### config.mk
export PLATFORM = sky130hd
export DESIGN_NAME = countdown_timer
export DESIGN_NICKNAME = d
export VERILOG_FILES = /design/src/rtl/countdown_timer_pkg.sv /design/src/rtl/timer_datapath.sv /design/src/rtl/timer_ctrl.sv /design/src/rtl/countdown_timer.sv
export SDC_FILE = /design/constraint.sdc
export NUM_CORES = 1
export LEC_CHECK = 0
export BUFFER_PORTS_ARGS = -buffer_cell sky130_fd_sc_hd__buf_2
export CORE_MARGIN = 4
export CORE_UTILIZATION = 35
export DETAILED_ROUTE_END_ITERATION = 12
export GPL_TIMING_DRIVEN = 0
export SETUP_SLACK_MARGIN = 0.2
export SLEW_MARGIN = 20
export SYNTH_ARGS = -nofsm -noshare
export SYNTH_HDL_FRONTEND = slang
export SYNTH_HIERARCHICAL = 1
export SYNTH_SLANG_ARGS = --single-unit
### constraint.sdc
create_clock -name clk -period 3.6 [get_ports clk]
set_input_delay 0.36 -clock clk [delete_from_list [all_inputs] [get_ports clk]]
set_output_delay 0.36 -clock clk [all_outputs]
set_load 0.02 [all_outputs]
### src/rtl/countdown_timer_pkg.sv
package countdown_timer_pkg;
  // register byte offsets
  localparam int unsigned OFS_START = 32'h00;
  localparam int unsigned OFS_COUNT = 32'h04;
  localparam int unsigned OFS_CTRL  = 32'h08;
  localparam int unsigned OFS_ACK   = 32'h0C;
  localparam int unsigned OFS_STAT  = 32'h10;

  // control bit positions
  localparam int BIT_RUN    = 0;
  localparam int BIT_RELOAD = 1;
  localparam int BIT_MASK   = 2;
  localparam int BIT_TRIG   = 4;

  // strobes from control to datapath
  typedef struct packed {
    logic startLoad;   // load counter from start value
    logic countEn;     // decrement / wrap / reload this edge
    logic reloadMode;  // 1: reload at zero, 0: wrap
  } dpStrobe_t;
endpackage

### src/rtl/timer_datapath.sv
module timer_datapath
  import countdown_timer_pkg::*;
#(
  parameter int DATA_W = 32
) (
  input  logic              clk,
  input  logic              rstN,
  input  dpStrobe_t         strobe,
  input  logic [DATA_W-1:0] loadVal,
  output logic [DATA_W-1:0] countVal,
  output logic              expireHit
);
  localparam logic [DATA_W-1:0] ONE  = DATA_W'(1);
  localparam logic [DATA_W-1:0] ZERO = '0;

  logic atZero;
  assign atZero    = (countVal == ZERO);
  assign expireHit = strobe.countEn && (countVal == ONE);

  always_ff @(posedge clk or negedge rstN) begin
    if (!rstN) begin
      countVal <= ZERO;
    end else if (strobe.startLoad) begin
      countVal <= loadVal;
    end else if (strobe.countEn) begin
      if (atZero && strobe.reloadMode) countVal <= loadVal;
      else                             countVal <= countVal - ONE;
    end
  end
endmodule

### src/rtl/timer_ctrl.sv
module timer_ctrl
  import countdown_timer_pkg::*;
#(
  parameter int DATA_W = 32,
  parameter int ADDR_W = 8
) (
  input  logic              clk,
  input  logic              rstN,
  input  logic              busWr,
  input  logic              busRd,
  input  logic [ADDR_W-1:0] busAddr,
  input  logic [DATA_W-1:0] busWdata,
  output logic [DATA_W-1:0] busRdata,
  input  logic              hwTrig,
  input  logic [DATA_W-1:0] countVal,
  input  logic              expireHit,
  output dpStrobe_t         strobe,
  output logic [DATA_W-1:0] loadVal,
  output logic              enBit,
  output logic              maskBit,
  output logic              modeBit,
  output logic              pendingFlag,
  output logic              irqOut
);
  localparam logic [ADDR_W-1:0] A_START = ADDR_W'(OFS_START);
  localparam logic [ADDR_W-1:0] A_COUNT = ADDR_W'(OFS_COUNT);
  localparam logic [ADDR_W-1:0] A_CTRL  = ADDR_W'(OFS_CTRL);
  localparam logic [ADDR_W-1:0] A_ACK   = ADDR_W'(OFS_ACK);
  localparam logic [ADDR_W-1:0] A_STAT  = ADDR_W'(OFS_STAT);

  logic trigBit;
  logic waitTrig;
  logic wrStart, wrCtrl, rdAck;
  logic turnOn, turnOff;

  assign wrStart = busWr && (busAddr == A_START);
  assign wrCtrl  = busWr && (busAddr == A_CTRL);
  assign rdAck   = busRd && (busAddr == A_ACK);
  assign turnOn  = wrCtrl &&  busWdata[BIT_RUN] && !enBit;
  assign turnOff = wrCtrl && !busWdata[BIT_RUN];

  assign irqOut = pendingFlag && !maskBit;

  always_comb begin
    strobe.startLoad  = turnOn;
    strobe.countEn    = enBit && !waitTrig && !turnOn;
    strobe.reloadMode = modeBit;
  end

  // start value register
  always_ff @(posedge clk or negedge rstN) begin
    if (!rstN)        loadVal <= '0;
    else if (wrStart) loadVal <= busWdata;
  end

  // control register
  always_ff @(posedge clk or negedge rstN) begin
    if (!rstN) begin
      enBit   <= 1'b0;
      modeBit <= 1'b0;
      maskBit <= 1'b0;
      trigBit <= 1'b0;
    end else if (wrCtrl) begin
      enBit   <= busWdata[BIT_RUN];
      modeBit <= busWdata[BIT_RELOAD];
      maskBit <= busWdata[BIT_MASK];
      trigBit <= busWdata[BIT_TRIG];
    end
  end

  // hold-for-trigger state
  always_ff @(posedge clk or negedge rstN) begin
    if (!rstN)                     waitTrig <= 1'b0;
    else if (turnOn)               waitTrig <= busWdata[BIT_TRIG];
    else if (turnOff)              waitTrig <= 1'b0;
    else if (waitTrig && hwTrig)   waitTrig <= 1'b0;
  end

  // pending flag: turning off wins, then expiry, then acknowledge
  always_ff @(posedge clk or negedge rstN) begin
    if (!rstN)          pendingFlag <= 1'b0;
    else if (turnOff)   pendingFlag <= 1'b0;
    else if (expireHit) pendingFlag <= 1'b1;
    else if (rdAck)     pendingFlag <= 1'b0;
  end

  // read mux
  always_comb begin
    busRdata = '0;
    if (busRd) begin
      unique case (busAddr)
        A_START: busRdata = loadVal;
        A_COUNT: busRdata = countVal;
        A_CTRL: begin
          busRdata[BIT_RUN]    = enBit;
          busRdata[BIT_RELOAD] = modeBit;
          busRdata[BIT_MASK]   = maskBit;
          busRdata[BIT_TRIG]   = trigBit;
        end
        A_ACK:   busRdata[0] = irqOut;
        A_STAT:  busRdata[0] = irqOut;
        default: busRdata = '0;
      endcase
    end
  end
endmodule

### src/rtl/countdown_timer.sv
module countdown_timer
  import countdown_timer_pkg::*;
#(
  parameter int DATA_W = 32,
  parameter int ADDR_W = 8
) (
  input  logic              clk,
  input  logic              rstN,
  input  logic              busWr,
  input  logic              busRd,
  input  logic [ADDR_W-1:0] busAddr,
  input  logic [DATA_W-1:0] busWdata,
  output logic [DATA_W-1:0] busRdata,
  input  logic              hwTrig,
  output logic              irqOut
);
  dpStrobe_t         strobe;
  logic [DATA_W-1:0] loadVal;
  logic [DATA_W-1:0] countVal;
  logic              expireHit;
  logic              enBit, maskBit, modeBit, pendingFlag;

  timer_ctrl #(.DATA_W(DATA_W), .ADDR_W(ADDR_W)) u_ctrl (
    .clk(clk), .rstN(rstN),
    .busWr(busWr), .busRd(busRd), .busAddr(busAddr),
    .busWdata(busWdata), .busRdata(busRdata),
    .hwTrig(hwTrig),
    .countVal(countVal), .expireHit(expireHit),
    .strobe(strobe), .loadVal(loadVal),
    .enBit(enBit), .maskBit(maskBit), .modeBit(modeBit),
    .pendingFlag(pendingFlag), .irqOut(irqOut)
  );

  timer_datapath #(.DATA_W(DATA_W)) u_dp (
    .clk(clk), .rstN(rstN),
    .strobe(strobe), .loadVal(loadVal),
    .countVal(countVal), .expireHit(expireHit)
  );
endmodule

==> results of run 1 <==
==> layout by cell type, fill, tap and decap left out, types with 4 or more instances in the layout <==
cell / Yosys / routed
a21oi_1: 14 / 14
a221o_1: 6 / 6
a31oi_1: 6 / 6
buf_2: 9 / 82
clkbuf_1: 13 / 13
clkbuf_16: 0 / 9
dfrtp_1: 70 / 70
inv_1: 9 / 9
mux2_2: 35 / 35
mux2i_1: 34 / 34
nand2_1: 28 / 28
nand2b_1: 4 / 4
nand3_1: 14 / 14
nand4_1: 6 / 6
nor2_1: 59 / 59
nor2b_1: 7 / 7
nor3_1: 25 / 25
nor3b_1: 5 / 5
nor4_1: 14 / 14
o21ai_0: 17 / 17
o22ai_1: 5 / 5
o311a_1: 4 / 4
o311ai_0: 4 / 4
or3_1: 5 / 5
==> state kept, by name, summed over array words and instances, names as in the netlist <==
name                flops
u_ctrl/enBit            1
u_ctrl/loadVal         32
u_ctrl/waitTrig         1
u_ctrl/pendingFlag      1
u_dp/countVal          32
u_ctrl/trigBit          1
u_ctrl/maskBit          1
u_ctrl/modeBit          1
==> cells by family after synthesis <==
| family | after synthesis | synth area share, % |
|---|---|---|
| compound gates | 78 | 12.7 |
| xor+xnor | 1 | 0.207 |
| fa+ha+maj | 2 | 0.590 |
| buf+inv | 38 | 4.34 |
| flops | 70 | 41.3 |
| mux | 69 | 17.3 |
| simple gates | 188 | 23.5 |
==> routing by layer <==
metal,wire length (microns),GRT usage [%],part of all wire (%),up-vias
met3,816,5.33,6.5,23
li1,-,-,-,1839
met2,5640,27.8,45,144
met5,0,0,0,-
met4,205,6.08,1.6,0
met1,5860,24.3,47,1797
==> critical path, stage by stage, from the launching register on <==
cell and delay [ns]:
dfrtp_1 0.45, or4_4 0.59, nor4b_1 0.69, a31oi_1 0.60
clkbuf_1 0.41, a31oi_1 0.27, o32ai_1 0.12
==> stage by stage <==
| stage | worst slack [ns] | utilization [%] |
|---|---|---|
| 2_1_floorplan | 1.02 | - |
| 3_3_place_gp | 0.237 | 41.2 |
| 3_5_place_dp | 0.194 | 41.4 |
| 4_1_cts | 0.423 | 43.9 |
| 5_1_grt | 0.242 | 43.9 |
| 6_report | 0.304 | 43.9 |
==> worst paths after layout <==
path | startpoint | end | slack (ns) | cells past startpoint
min in group asynchronous | rstN | u_ctrl/loadVal[24]$_DFFE_PN0P_ | 0.52 | 2
worst max-delay path | u_dp/countVal[16]$_DFFE_PN0P_ | u_dp/countVal[6]$_DFFE_PN0P_ | 0.30 | 6
worst min-delay path | busWdata[21] | u_ctrl/loadVal[21]$_DFFE_PN0P_ | 0.26 | 2
max in group asynchronous | rstN | u_ctrl/loadVal[31]$_DFFE_PN0P_ | 2.52 | 3
worst max register to register | u_dp/countVal[16]$_DFFE_PN0P_ | u_dp/countVal[6]$_DFFE_PN0P_ | 0.30 | 6
worst min register to register | u_ctrl/trigBit$_DFFE_PN0N_ | u_ctrl/trigBit$_DFFE_PN0N_ | 0.49 | 2
==> power breakdown <==
group | switching (uW) | total (uW) | internal [uW]
Combinational | 119 | 219 | 99.6
Clock | 308 | 822 | 514
Sequential | 58.8 | 891 | 832
==> final cells by class <==
cell class / instances / area, sq um / area share, %
multi-input cells: 338 / 2300 / 45.2
flip-flops and latches: 70 / 1750 / 34.4
repair buffers: 76 / 403 / 7.90
clock buffers: 13 / 270 / 5.30
well taps: 143 / 179 / 3.51
plain buffers: 29 / 151 / 2.97
inverters: 9 / 33.8 / 0.663
clock inverters: 1 / 5.00 / 0.0982
==> repair_timing <==
action / 4_1_cts / 5_1_grt
endpoints found under the hold margin: 18 / 0
endpoints found under the setup margin: 0 / 1
hold buffers: 1 / 0
resized for setup: 0 / 2
==> reports/metrics.yaml, run 1 <==
yosysUniqueCellTypes: 55
design_power_total_uw: 1930
fin_hold_ws_ns: 0.259
wl_microns: 12500
vias: 3803
fp.dieArea_sq_mm: 0.0139
grt_pass1_vias: 3825
ys_top_cells_by_count: "dfrtp_1 (70), nor2_1 (59), mux2_2 (35)"
startpoint_type: "flop"
die_x_microns: 118
fin_crit_sh_pct: 91.5
drt-initial-drc-count: 280
instances_no_fill: 679
setup_viol: 0
nNetsFinal: 580
antenna_cells: 0
cts_buffers: 9
clk_latency_ns: 0.33
status: "finished clean"
postSynth.asyncResetShare_pct: 100
synth_most_common_cell: "dfrtp_1"
drive_above_1_share_pct: 27.2
drt_first_pass_iters: 5
clk_path_buf_depth: 2
fmaxAchievable_mhz: 303
antenna_left: 0
grt_pass1_wl_microns: 20400
synth_flop_cell: "dfrtp_1"
post_cts_buffers: 0
end_kind: "flop"
root_buffer: "clkbuf_16"
io_pins: 78
track_usage_pct: 18.1
tns_ns: 0
numClockSinks: 70
clk_pin_slew_ns: 0.06
cts_tree: "done"
grt_setup_unrepaired: "no"
hold_class: "in2reg"
post_dp_cell_area_sq_mm: 0.00481
fin_skew_ns: 0.00615
start_util_pct: 36.5
relSlewSlack_pct: 24.2
cap_violations: 0
dp.cells: 664
finalCriticalPeriod_ns: 3.30
worst_pin_slew_ns: 1.13
synthCells: 446
syn_nets: 493
syn_to_final_growth_pct: 20.2
path_class: "reg2reg"
ys.warnings.count: 6
worstPathArrival_ns: 3.47
synth.area.top_cells: "dfrtp_1 (41%), mux2_2 (9.3%), mux2i_1 (8.0%)"
ir_drop_uv: 175
overflow: 0
routed_via_density: 5.60
synth-seq-cells: 70
die_y_microns: 118
stdcell_area_sq_mm: 0.00510
synth_edf_count: 0
dp_hpwl_microns: 9240
place_congestion: 0.928
worstPathRequired_ns: 3.78
port_buffers: 74
htree_levels: 3
rows: 39
yosysTopAreaCell: "dfrtp_1"
syn_area_sq_mm: 0.00424
n_fill_cell: 1163
ys_seq_area_share_pct: 41.3
power.density_mw_per_mm2: 379
grt_max_degree: 38
hold_viol_final: 0
drc: 0
core_area_sq_mm: 0.0116
antenna_found_initial: 0
wl_per_cell_microns: 18.4
cp_max_fo: 10
drv_slew: 0
synth_top_area_share_pct: 41.3
p_leak_uw: 0.00238
synth_area_per_cell_sq_um: 9.51
No activity file was read; power rests on OpenSTA's default activity.
==> run 2, diff against run 1 <==
CORE_UTILIZATION = 37   (was 35)
==> reports/metrics.yaml, run 2 (synthesis results as in run 1) <==
status: "finished clean"
fp.dieArea_sq_mm: 0.0132  # -5.1%
antenna_cells: 0  # unchanged
overflow: 0  # unchanged
reg_top3: "u_ctrl/loadVal x32, u_dp/countVal x32"
cp_max_fo: 10  # unchanged
antenna_left: 0  # unchanged
grt_max_degree: 43  # +13%
drv_slew: 0  # unchanged
start_util_pct: 38.4  # +1.9 points
cts_tree: "done"
final_common_cell: "buf_2"
hold_class: "in2async"
stdcell_area_sq_mm: 0.00516  # +1.3%
cts_buffers: 9  # unchanged
ir_drop_uv: 303  # +73%
fmaxAchievable_mhz: 314  # +3.4%
post_dp_cell_area_sq_mm: 0.00481  # about the same
n_fill_cell: 1117  # -4.0%
drt_first_pass_iters: 5  # unchanged
cap_violations: 0  # unchanged
p_switching_uw: 524  # +7.6%
fin_skew_ns: 0.00464  # -0.00151 ns
routed_via_density: 5.83  # +4.1%
crit_chain: "or4_4 -> or4b_1 -> buf_2 -> nor4_4 -> a21oi_1 -> clkbuf_1 -> o311ai_0 -> nand3_1"
nNetsFinal: 579  # -0.17%
clk_path_buf_depth: 2  # unchanged
io_pins: 78  # unchanged
syn_to_final_growth_pct: 21.8
ctsResizeCount: 0  # unchanged
hold_viol_final: 0  # unchanged
antenna_found_initial: 0  # unchanged
vias: 3946  # +3.8%
tns_ns: 0  # unchanged
ctsHoldBuffers: 0  # -1
drc: 0  # unchanged
die_x_microns: 115  # -2.6%
port_buffers: 74  # unchanged
worst_pin_slew_ns: 0.824  # -0.307 ns
post_cts_buffers: 0  # unchanged
numClockSinks: 70  # unchanged
p_leak_uw: 0.00240  # +0.89%
core_area_sq_mm: 0.0110  # -5.0%
mostFrequentLayoutCells: "buf_2 (82), dfrtp_1 (70), nor2_1 (59), mux2_2 (35), mux2i_1 (34)"
die_y_microns: 115  # -2.6%
relSlewSlack_pct: 45.0  # +21 points
wl_per_cell_microns: 19.1  # +3.6%
clk_latency_ns: 0.33  # about the same
worstPathArrival_ns: 3.38  # -0.09 ns
cpMaxStageDelayCell: "or4_4"
fin_hold_ws_ns: 0.0226  # -0.237 ns
power.density_mw_per_mm2: 417  # +10%
worstPathRequired_ns: 3.80  # +0.02 ns
combPwrFrac_pct: 10.4  # -0.9 points
track_usage_pct: 19.9  # +1.8 points
setup_viol: 0  # unchanged
cpPeakStageDelay_ns: 0.59  # -0.10 ns
power_frac_clock_pct: 48.2  # +5.7 points
clk_pin_slew_ns: 0.06  # about the same
finalCriticalPeriod_ns: 3.19  # -0.109 ns
fin_crit_sh_pct: 88.5  # -3.0 points
drive_above_1_share_pct: 27.6  # +0.32 points
p_int_uw: 1630  # +13%
p_seq_share_pct: 41.3  # -4.8 points
startpoint_type: "flop"
end_kind: "flop"
htree_levels: 3  # unchanged
place_congestion: 0.925  # -0.34%
path_class: "reg2reg"
grt_pass1_vias: 3867  # +1.1%
root_buffer: "clkbuf_16"
grt_setup_unrepaired: "no"
p_sw_share_pct: 24.3  # -0.85 points
rows: 38  # -2.6%
wl_microns: 12900  # +3.3%
grt_pass1_wl_microns: 20700  # +1.6%
dp_hpwl_microns: 9320  # +0.93%
drt-initial-drc-count: 358  # +28%
run 2: cell count changes in the layout (fill, tap and decap cells not counted), sizes merged:
cell,previous run,this run
clkinvlp,0,1
dlygate4sd3,1,0
clkbuf,26,24
bufinv,0,3
run 2: critical path, delay by kind of cell, from the launching register on:
kind / cells / cell delay [ns]
buf+inv: 2 / 0.54
simple gates: 4 / 1.68
flops: 1 / 0.45
compound gates: 2 / 0.38
run 2: worst paths after layout:
check | startpoint | to | slack [ns] | depth (start not counted)
setup / recovery | u_dp/countVal[16]$_DFFE_PN0P_ | u_dp/countVal[12]$_DFFE_PN0P_ | 0.41 | 8
hold / removal | rstN | u_ctrl/loadVal[5]$_DFFE_PN0P_ | 0.02 | 1
setup reg to reg | u_dp/countVal[16]$_DFFE_PN0P_ | u_dp/countVal[12]$_DFFE_PN0P_ | 0.41 | 8
hold reg to reg | u_ctrl/trigBit$_DFFE_PN0N_ | u_ctrl/trigBit$_DFFE_PN0N_ | 0.48 | 2
max in group asynchronous | rstN | u_dp/countVal[12]$_DFFE_PN0P_ | 3.00 | 2
min in group clk | busWdata[8] | u_ctrl/loadVal[8]$_DFFE_PN0P_ | 0.25 | 2
run 2: per-stage QoR:
step	setup WS (ns)	instances	utilization, %	total power [uW]
after floorplan	1.02	446	-	1030
after global placement	0.188	660	43.4	1110
after detailed placement	0.178	661	43.6	1120
after CTS	0.451	677	46.8	2170
after global routing	0.222	677	46.8	2230
final	0.414	677	46.8	2150
run 2: area by class of cell:
type | instances | area, sq um | area share [%]
clock buffers | 11 | 243 | 4.70
well taps | 140 | 175 | 3.39
flip-flops and latches | 70 | 1750 | 33.9
repair buffers | 75 | 393 | 7.61
inverters | 9 | 33.8 | 0.654
clock inverters | 5 | 106 | 2.06
multi-input cells | 338 | 2310 | 44.8
plain buffers | 29 | 150 | 2.91
run 2: metal layers:
| layer | routed length, microns | track usage (%) | part of all wire, % |
|---|---|---|---|
| met3 | 1080 | 4.79 | 8.3 |
| met5 | 0 | 0 | 0 |
| met4 | 252 | 6.65 | 1.9 |
| met2 | 5810 | 31.0 | 45 |
| met1 | 5780 | 27.2 | 45 |
run 2: power groups by stage:
stage	Combinational (uW)	Sequential (uW)	Clock, uW
after detailed placement	222	902	0
after floorplan	144	882	0
after global routing	245	897	1090
after global placement	213	900	0
after CTS	223	888	1060
final	225	889	1040
==> run 3, diff against run 2 <==
clock period = 3.3 ns   (was 3.6 ns; I/O delays follow)
==> reports/metrics.yaml, run 3 (synthesis results as in run 1) <==
fmaxAchievable_mhz: 337  # +7.5%
reg2reg_to: "u_dp/countVal[12]$_DFFE_PN0P_"
combPwrFrac_pct: 10.5  # about the same
p_switching_uw: 574  # +9.6%
relSlewSlack_pct: 44.5  # -0.57 points
dp.cells: 661  # unchanged
worstPathArrival_ns: 3.16  # -0.22 ns
power.density_mw_per_mm2: 453  # +8.8%
status: "finished, violations left"
nNetsFinal: 579  # unchanged
reg_top3: "u_ctrl/loadVal x32, u_dp/countVal x32"
dp_hpwl_microns: 9320  # unchanged
instances_no_fill: 677  # unchanged
ctsHoldBuffers: 0  # unchanged
io_pins: 78  # unchanged
cap_violations: 0  # unchanged
cts_buffers: 9  # unchanged
htree_levels: 3  # unchanged
grt_setup_unrepaired: "no"
fp.dieArea_sq_mm: 0.0132  # unchanged
setup_viol: 0  # unchanged
cp_max_fo: 10  # unchanged
die_x_microns: 115  # unchanged
p_seq_share_pct: 41.3  # about the same
clk_pin_slew_ns: 0.06  # about the same
worst_pin_slew_ns: 0.833  # +0.00859 ns
overflow: 0  # unchanged
routed_via_density: 5.83  # unchanged
drt_first_pass_iters: 5  # unchanged
cts_tree: "done"
numClockSinks: 70  # unchanged
finalCriticalPeriod_ns: 2.96  # -0.222 ns
port_buffers: 74  # unchanged
dp_slack_ns: -0.0922  # -0.270 ns
track_usage_pct: 19.9  # unchanged
drt-initial-drc-count: 363  # +1.4%
fin_skew_ns: 0.00422  # -0.000420 ns
drive_above_1_share_pct: 28.5  # +0.93 points
startpoint_type: "flop"
rows: 38  # unchanged
path_class: "reg2reg"
end_kind: "flop"
multi_input_comb_area_sq_mm: 0.00233  # +0.76%
wl_per_cell_microns: 19.1  # -0.12%
regArea_sq_mm: 0.00175  # unchanged
hold_viol_final: 19  # +19
grt_pass1_wl_microns: 20700  # unchanged
root_buffer: "clkbuf_16"
design_power_total_uw: 2350  # +9.3%
clk_path_buf_depth: 2  # unchanged
die_y_microns: 115  # unchanged
antenna_found_initial: 0  # unchanged
n_fill_cell: 1110  # -0.63%
violations: "negative hold slack"
r2r-start: "u_dp/countVal[16]$_DFFE_PN0P_"
grt_pass1_vias: 3867  # unchanged
syn_to_final_growth_pct: 22.2
wl_microns: 12900  # -0.12%
r2r_slack_ns: 0.34  # -0.08 ns
drv_slew: 0  # unchanged
p_leak_uw: 0.00240  # +0.26%
place_congestion: 0.925  # unchanged
core_area_sq_mm: 0.0110  # unchanged
fin_crit_sh_pct: 89.8  # +1.3 points
setup_ws_ns: 0.335  # -0.0784 ns
worstPathRequired_ns: 3.49  # -0.31 ns
hold_class: "in2async"
p_sw_share_pct: 24.4  # +0.087 points
power_frac_clock_pct: 48.2  # about the same
fin_hold_ws_ns: -0.00836  # -0.0309 ns
antenna_left: 0  # unchanged
ir_drop_uv: 331  # +9.2%
drc: 0  # unchanged
mostFrequentLayoutCells: "buf_2 (82), dfrtp_1 (70), nor2_1 (59), mux2_2 (35), mux2i_1 (34)"
final_common_cell: "buf_2"
clk_latency_ns: 0.33  # about the same
start_util_pct: 38.4  # unchanged
p_int_uw: 1780  # +9.1%
grt_max_degree: 43  # unchanged
antenna_cells: 0  # unchanged
rr_worst_depth: 8  # unchanged
critPathLaunch: "u_dp/countVal[16]$_DFFE_PN0P_"
vias: 3946  # unchanged
-- run 3: worst max-delay path, cell delays in order (launching register included) --
cell and delay [ns]:
dfrtp_1 0.45, or4_4 0.60, or4b_1 0.46, buf_2 0.20
nor4_4 0.37, a21oi_1 0.16, clkbuf_2 0.27, o311ai_0 0.19
nand3_1 0.13
-- run 3: cell type report --
type,count,share of cell area [%]
sequential,70,33.8
clock inverter,5,2.05
clock buffer,11,4.68
buffer,29,2.94
tap,140,3.38
timing repair buffer,75,7.58
multi-input combinational,338,44.9
inverter,9,0.652
-- run 3: routing by layer --
metal | global-route usage (%) | share of wire [%] | vias up
li1 | - | - | 1844
met1 | 27.2 | 45 | 1901
met2 | 31.0 | 45 | 177
met3 | 4.79 | 7.6 | 24
met4 | 6.65 | 2.0 | 0
met5 | 0 | 0 | -
-- run 3: repair_timing --
item / in CTS / in global routing
endpoints found under the hold margin: 0 / 0
pin swaps: 0 / 1
setup buffers: 0 / 0
cloned: 0 / 0
gates resized for setup: 1 / 5
setup endpoints to repair: 3 / 27
-- run 3: how the worst max path moves through the flow --
stage	end	slack [ns]	depth (start not counted)
final	u_dp/countVal[12]$_DFFE_PN0P_	0.34	8
after global placement	u_dp/countVal[9]$_DFFE_PN0P_	-0.08	11
after CTS	u_dp/countVal[6]$_DFFE_PN0P_	0.20	6
after floorplan	u_dp/countVal[12]$_DFFE_PN0P_	0.72	8
after global routing	u_dp/countVal[31]$_DFFE_PN0P_	0.23	8
after detailed placement	u_dp/countVal[20]$_DFFE_PN0P_	-0.09	10
-- run 3: power by group through the flow --
stage | clock network, uW | logic (uW) | registers (uW)
after floorplan | 0 | 157 | 962
final | 1130 | 247 | 970
after global placement | 0 | 232 | 981
after global routing | 1190 | 268 | 978
after CTS | 1150 | 244 | 969
after detailed placement | 0 | 242 | 984
-- run 3: through the flow --
| stage | util, % | TNS, ns | hold slack, ns | cell area (sq um) |
|---|---|---|---|---|
| 2_1_floorplan | - | 0 | 0.0344 | 4240 |
| 3_3_place_gp | 43.4 | -0.296 | 0.472 | 4790 |
| 3_5_place_dp | 43.6 | -0.313 | 0.363 | 4810 |
| 4_1_cts | 46.8 | 0 | 0.00751 | 5160 |
| 5_1_grt | 47.0 | 0 | 0.0426 | 5180 |
| 6_report | 47.0 | 0 | -0.00836 | 5180 |
